### src/rtl/dac_sfe_pkg.sv
// Shared types for the serial DAC front end.
// Assumes: host pins are grouped so one synchronizer handles them all.
package dac_sfe_pkg;

    // Host pin bundle, kept together through the synchronizer.
    typedef struct packed {
        logic sclk;
        logic sdata;
        logic cs_n;
        logic ld_n;
        logic clr_n;
    } sfe_pins_t;

    localparam int PINS_W = $bits(sfe_pins_t);

    // Idle pin levels: clock low, select, load and clear deasserted.
    localparam sfe_pins_t PINS_IDLE = '{
        sclk:  1'b0,
        sdata: 1'b0,
        cs_n:  1'b1,
        ld_n:  1'b1,
        clr_n: 1'b1
    };

endpackage

### src/rtl/dac_sfe_sync.sv
// Multi-stage synchronizer for a bundle of asynchronous inputs.
// Assumes: each bit is an independent level; no bus coherence is needed.
// The reset value is per bit, so deasserted active-low pins reset high.
module dac_sfe_sync #(
    parameter int W      = 5,
    parameter int STAGES = 2,
    parameter logic [W-1:0] RST_VAL = '0
) (
    input  logic         clk,
    input  logic         rst_n,
    input  logic [W-1:0] din,
    output logic [W-1:0] dout
);

    localparam int LAST = STAGES - 1;

    logic [STAGES-1:0][W-1:0] stage_q;

    // Purpose: ripple the inputs through STAGES flops.
    always_ff @(posedge clk) begin
        if (!rst_n) begin
            for (int i = 0; i < STAGES; i++) stage_q[i] <= RST_VAL;
        end else begin
            stage_q[0] <= din;
            for (int i = 1; i < STAGES; i++) stage_q[i] <= stage_q[i-1];
        end
    end

    assign dout = stage_q[LAST];

endmodule

### src/rtl/dac_sfe_shifter.sv
// Input shift register with serial clock rising-edge detection.
// Assumes: inputs are already synchronous to clk, and clk runs at more
// than twice the serial clock rate. New bits enter at bit 0.
module dac_sfe_shifter #(
    parameter int W = 12
) (
    input  logic         clk,
    input  logic         rst_n,
    input  logic         sclk_s,
    input  logic         sdata_s,
    input  logic         cs_n_s,
    output logic         shift_en,
    output logic [W-1:0] shift_q
);

    logic sclk_prev;

    // Purpose: remember the previous serial clock level for edge detection.
    always_ff @(posedge clk) begin
        if (!rst_n) sclk_prev <= 1'b0;
        else        sclk_prev <= sclk_s;
    end

    assign shift_en = sclk_s & ~sclk_prev & ~cs_n_s;

    // Purpose: shift one bit in on each qualified rising edge.
    always_ff @(posedge clk) begin
        if (!rst_n)        shift_q <= '0;
        else if (shift_en) shift_q <= {shift_q[W-2:0], sdata_s};
    end

endmodule

### src/rtl/dac_sfe_holdreg.sv
// Output code register feeding the converter.
// Assumes: synchronous control levels. Clear has priority over load.
// While load is low the register tracks the shift register every cycle.
module dac_sfe_holdreg #(
    parameter int W = 12
) (
    input  logic         clk,
    input  logic         rst_n,
    input  logic         ld_n_s,
    input  logic         clr_n_s,
    input  logic [W-1:0] shift_q,
    output logic [W-1:0] code_q
);

    // Purpose: clear, follow or hold the output code.
    always_ff @(posedge clk) begin
        if (!rst_n)        code_q <= '0;
        else if (!clr_n_s) code_q <= '0;
        else if (!ld_n_s)  code_q <= shift_q;
    end

endmodule

### src/rtl/dac_serial_front.sv
// Top of the double-buffered serial DAC front end.
// Synchronizes the host pins, shifts serial data in and drives the code.
// Assumes: clk is faster than twice the serial clock rate.
module dac_serial_front #(
    parameter int DATA_W      = 12,
    parameter int SYNC_STAGES = 2
) (
    input  logic              clk,
    input  logic              rst_n,
    input  logic              sclk,
    input  logic              sdata,
    input  logic              cs_n,
    input  logic              ld_n,
    input  logic              clr_n,
    output logic [DATA_W-1:0] dac_code
);
    import dac_sfe_pkg::*;

    sfe_pins_t         pins_raw;
    sfe_pins_t         pins_s;
    logic              sclk_s, sdata_s, cs_n_s, ld_n_s, clr_n_s;
    logic              shift_en;
    logic [DATA_W-1:0] shift_q;

    // Purpose: bundle the raw host pins.
    always_comb begin
        pins_raw.sclk  = sclk;
        pins_raw.sdata = sdata;
        pins_raw.cs_n  = cs_n;
        pins_raw.ld_n  = ld_n;
        pins_raw.clr_n = clr_n;
    end

    dac_sfe_sync #(
        .W       (PINS_W),
        .STAGES  (SYNC_STAGES),
        .RST_VAL (PINS_IDLE)
    ) u_sync (
        .clk   (clk),
        .rst_n (rst_n),
        .din   (pins_raw),
        .dout  (pins_s)
    );

    assign sclk_s  = pins_s.sclk;
    assign sdata_s = pins_s.sdata;
    assign cs_n_s  = pins_s.cs_n;
    assign ld_n_s  = pins_s.ld_n;
    assign clr_n_s = pins_s.clr_n;

    dac_sfe_shifter #(.W(DATA_W)) u_shift (
        .clk      (clk),
        .rst_n    (rst_n),
        .sclk_s   (sclk_s),
        .sdata_s  (sdata_s),
        .cs_n_s   (cs_n_s),
        .shift_en (shift_en),
        .shift_q  (shift_q)
    );

    dac_sfe_holdreg #(.W(DATA_W)) u_hold (
        .clk     (clk),
        .rst_n   (rst_n),
        .ld_n_s  (ld_n_s),
        .clr_n_s (clr_n_s),
        .shift_q (shift_q),
        .code_q  (dac_code)
    );

endmodule

### config.mk
export PLATFORM = sky130hd
export DESIGN_NAME = dac_serial_front
export DESIGN_NICKNAME = d
export VERILOG_FILES = /design/src/rtl/dac_sfe_pkg.sv /design/src/rtl/dac_sfe_sync.sv /design/src/rtl/dac_sfe_shifter.sv /design/src/rtl/dac_sfe_holdreg.sv /design/src/rtl/dac_serial_front.sv
export SDC_FILE = /design/constraint.sdc
export NUM_CORES = 1
export LEC_CHECK = 0
export ABC_AREA = 1
export CELL_PAD_IN_SITES_DETAIL_PLACEMENT = 1
export CELL_PAD_IN_SITES_GLOBAL_PLACEMENT = 1
export CORE_UTILIZATION = 38
export CTS_BUF_LIST = sky130_fd_sc_hd__clkbuf_4 sky130_fd_sc_hd__clkbuf_8 sky130_fd_sc_hd__clkbuf_16
export DETAILED_ROUTE_END_ITERATION = 10
export MAX_ROUTING_LAYER = met4
export PLACE_DENSITY_LB_ADDON = 0.1
export SLEW_MARGIN = 20
export SYNTH_ARGS = -nofsm -noshare
export SYNTH_HDL_FRONTEND = slang
export SYNTH_SLANG_ARGS = --single-unit
### constraint.sdc
create_clock -name clk -period 1.28 [get_ports clk]
set_clock_uncertainty 0.2 [all_clocks]
set_input_delay 0.256 -clock clk [delete_from_list [all_inputs] [get_ports clk]]
set_output_delay 0.256 -clock clk [all_outputs]
set_load 0.02 [all_outputs]
==> impl_metrics.env <==
export IMPL_vias=1006
export IMPL_grt_busiest_layer="met2"
export IMPL_drcViolationCount=0
export IMPL_cpMaxStageDelayCell="dfxtp_2"
export IMPL_grt_overflow=0
export IMPL_path_class="flop to output port"
export IMPL_dpl_hpwl_microns=1780
export IMPL_pwr_share_seq_pct=58.4
export IMPL_setup_slack_ns=0.00810
export IMPL_layout_nets=195
export IMPL_synth_area_sq_mm=0.00128
export IMPL_synth_cell_type_count=13
export IMPL_grt_pass1_vias=1045
export IMPL_yosysWarnings=0
export IMPL_die_area_sq_mm=0.00362
export IMPL_rows=20
export IMPL_post_place_ws_ns=-0.191
export IMPL_min_to="u_sync.dout[1]"
export IMPL_drv_cap=0
export IMPL_power_leakage_nw=0.877
export IMPL_cp_start_kind="flop"
export IMPL_met2_usage_pct=27.8
export IMPL_r2r_start="u_hold.code_q[4]"
export IMPL_grt_met3_usage_pct=4.76
export IMPL_grt_usage_pct=17.8
export IMPL_hold_violations=0
export IMPL_period_needed_ns=1.27
export IMPL_ys_top_cells_by_area="dfxtp_1 (55%), nand2_1 (10%), nor2_1 (7.6%), inv_1 (7.3%), a21oi_2 (6.8%)"
export IMPL_io_pins=19
export IMPL_place_port_buffers=18
export IMPL_first_pass_iters=4
export IMPL_clock_sinks=35
export IMPL_htree_levels=2
export IMPL_wl_per_cell_microns=11.2
export IMPL_synthesis_nets=160
export IMPL_cts_made_buffers=5
export IMPL_ys_seq_area_share_pct=54.5
export IMPL_chipWidth_microns=60.2
export IMPL_vias_per_cell=4.34
export IMPL_synth_area_per_cell_sq_um=8.40
export IMPL_rr_worst_depth=5
export IMPL_p_int_mw=1.48
export IMPL_ys_ff_latch=35
export IMPL_holdBufCountCts=0
export IMPL_layout_area_overhead_vs_synth_pct=33.8
export IMPL_cp_top_family="flip-flops"
export IMPL_worst_path_buf_inv=1
export IMPL_grt_setup_unrepaired="true"
export IMPL_root_buffer="clkbuf_4"
export IMPL_die_height_microns=60.2
export IMPL_synth_top_area_cell="dfxtp_1"
export IMPL_status="finished, final reports clean"
export IMPL_finalSetupViolations=0
export IMPL_crit_arrival_ns=0.82
export IMPL_start_util_pct=41.1
export IMPL_insertedDiodeCount=0
export IMPL_slew_headroom_pct=84.5
export IMPL_final_common_cell="nand2_1"
export IMPL_slowest_delay_ns=0.36
export IMPL_place_inst=222
export IMPL_synth_top_area_share_pct=54.5
export IMPL_clock_latency_ns=0.35
export IMPL_path_cells="buf_6"
export IMPL_synthesis_instances=153
export IMPL_hp_class="flop to flop"
export IMPL_finalSetupTns_ns=0
export IMPL_core_area_sq_mm=0.00313
export IMPL_sw_frac_of_total_pct=24.4
export IMPL_antenna_found_initial=0
export IMPL_min_path_cells=2
export IMPL_final_cell_mix="nand2_1 (35), nor2_1 (26), inv_1 (25)"
export IMPL_comb_power_share_pct=10.5
export IMPL_tightest_slew_ns=0.233
export IMPL_cts_path_max_buffers=2
export IMPL_end_kind="output port"
export IMPL_critPathMaxFanout=2
export IMPL_ir_drop_v=0.000891
export IMPL_drt_wl_total_microns=2610
export IMPL_ant_nets=0
export IMPL_instances_no_fill=232
export IMPL_fin_crit_sh_pct=99.4
export IMPL_layout_drive_gt1_share_pct=38.8
export IMPL_worstHoldStart="u_sync.stage_q[1]"
export IMPL_timing_rr_end="u_hold.code_q[4]"
export IMPL_grt_met1_usage_pct=19.5
export IMPL_gp_congestion=0.674
export IMPL_grt_pass1_wl_microns=4400
export IMPL_drt_iter0_drc=26
export IMPL_r2r_setup_slack_ns=0.11
export IMPL_cts_tree="done"
export IMPL_final_max_slew_viol_count=0
export IMPL_clock_power_share_pct=31.1
export IMPL_grt_max_degree=25
export IMPL_power_total_mw=1.96
export IMPL_p_switching_mw=0.478
export IMPL_clk_pin_slew_ns=0.11
export IMPL_fmax_mhz=786
export IMPL_crit_required_ns=0.82
export IMPL_power_density_mw_per_mm2=1140
[logic make-up (layout without fill, tap and decap cells)]
group,count (synthesis),after routing,synth area share [%]
simple gates,63,63,19.1
buf+inv,33,68,10.8
compound gates,22,22,15.6
flops,35,35,54.5
[per-stage QoR]
| step | hold slack, ns | util (%) | cell area (sq um) |
|---|---|---|---|
| 6_report | 0.214 | 55.0 | 1720 |
| 5_1_grt | 0.243 | 55.0 | 1720 |
| 4_1_cts | 0.220 | 54.5 | 1700 |
| 3_5_place_dp | 0.196 | 51.5 | 1610 |
| 3_3_place_gp | 0.182 | 51.5 | 1610 |
| 2_1_floorplan | 0.141 | - | 1280 |
[cell usage after synthesis]
library cell  instances
inv_2                 1
nand2_2               1
dfxtp_1              35
nand2_1              35
a21oi_2              10
o21ai_2              10
inv_1                25
buf_4                 1
nand3_2               1
nor2_1               26
a211oi_2              2
buf_2                 5
clkinv_4              1
[flip-flops by register name, indices dropped and copies added (netlist names)]
signal,count
u_hold.code_q,12
u_shift.sclk_prev,1
u_shift.shift_q,12
u_sync.dout,5
u_sync.stage_q,5
[power groups by stage]
stage	registers [mW]	clock network, mW	logic, mW
2_1_floorplan	1.19	0	0.0838
3_3_place_gp	1.16	0	0.192
3_5_place_dp	1.17	0	0.198
4_1_cts	1.15	0.640	0.205
5_1_grt	1.15	0.678	0.225
6_report	1.15	0.609	0.206
[layout make-up]
type                    instances  area [sq um]
repair buffers                 34           340
well taps                      44          55.1
inverters                      27           106
multi-input cells              85           445
clock buffers                   6          51.3
flip-flops and latches         35           716
fillers                       376          1410
clock inverters                 1          5.00
[timing repair]
action	in CTS	in global routing
setup endpoints to repair	12	11
setup buffers	1	2
gates resized for setup	84	0
[worst max-delay path by stage]
stage / startpoint / cells past startpoint / slack (ns) / endpoint
2_1_floorplan: u_sync.dout[2] / 6 / 0.23 / u_shift.shift_q[10]
3_3_place_gp: rst_n / 4 / -0.15 / u_shift.shift_q[5]
3_5_place_dp: rst_n / 4 / -0.19 / u_shift.shift_q[9]
4_1_cts: u_hold.code_q[1] / 1 / -0.01 / dac_code[1]
5_1_grt: u_hold.code_q[1] / 1 / -0.02 / dac_code[1]
6_report: u_hold.code_q[1] / 1 / 0.008 / dac_code[1]
[metal layers]
| layer | up-vias | wire length [microns] |
|---|---|---|
| met5 | - | 0 |
| met4 | 0 | 71 |
| met3 | 8 | 87 |
| met2 | 18 | 1260 |
| met1 | 456 | 1190 |
| li1 | 524 | - |
Note: power is estimated with default switching activity, not from simulation.
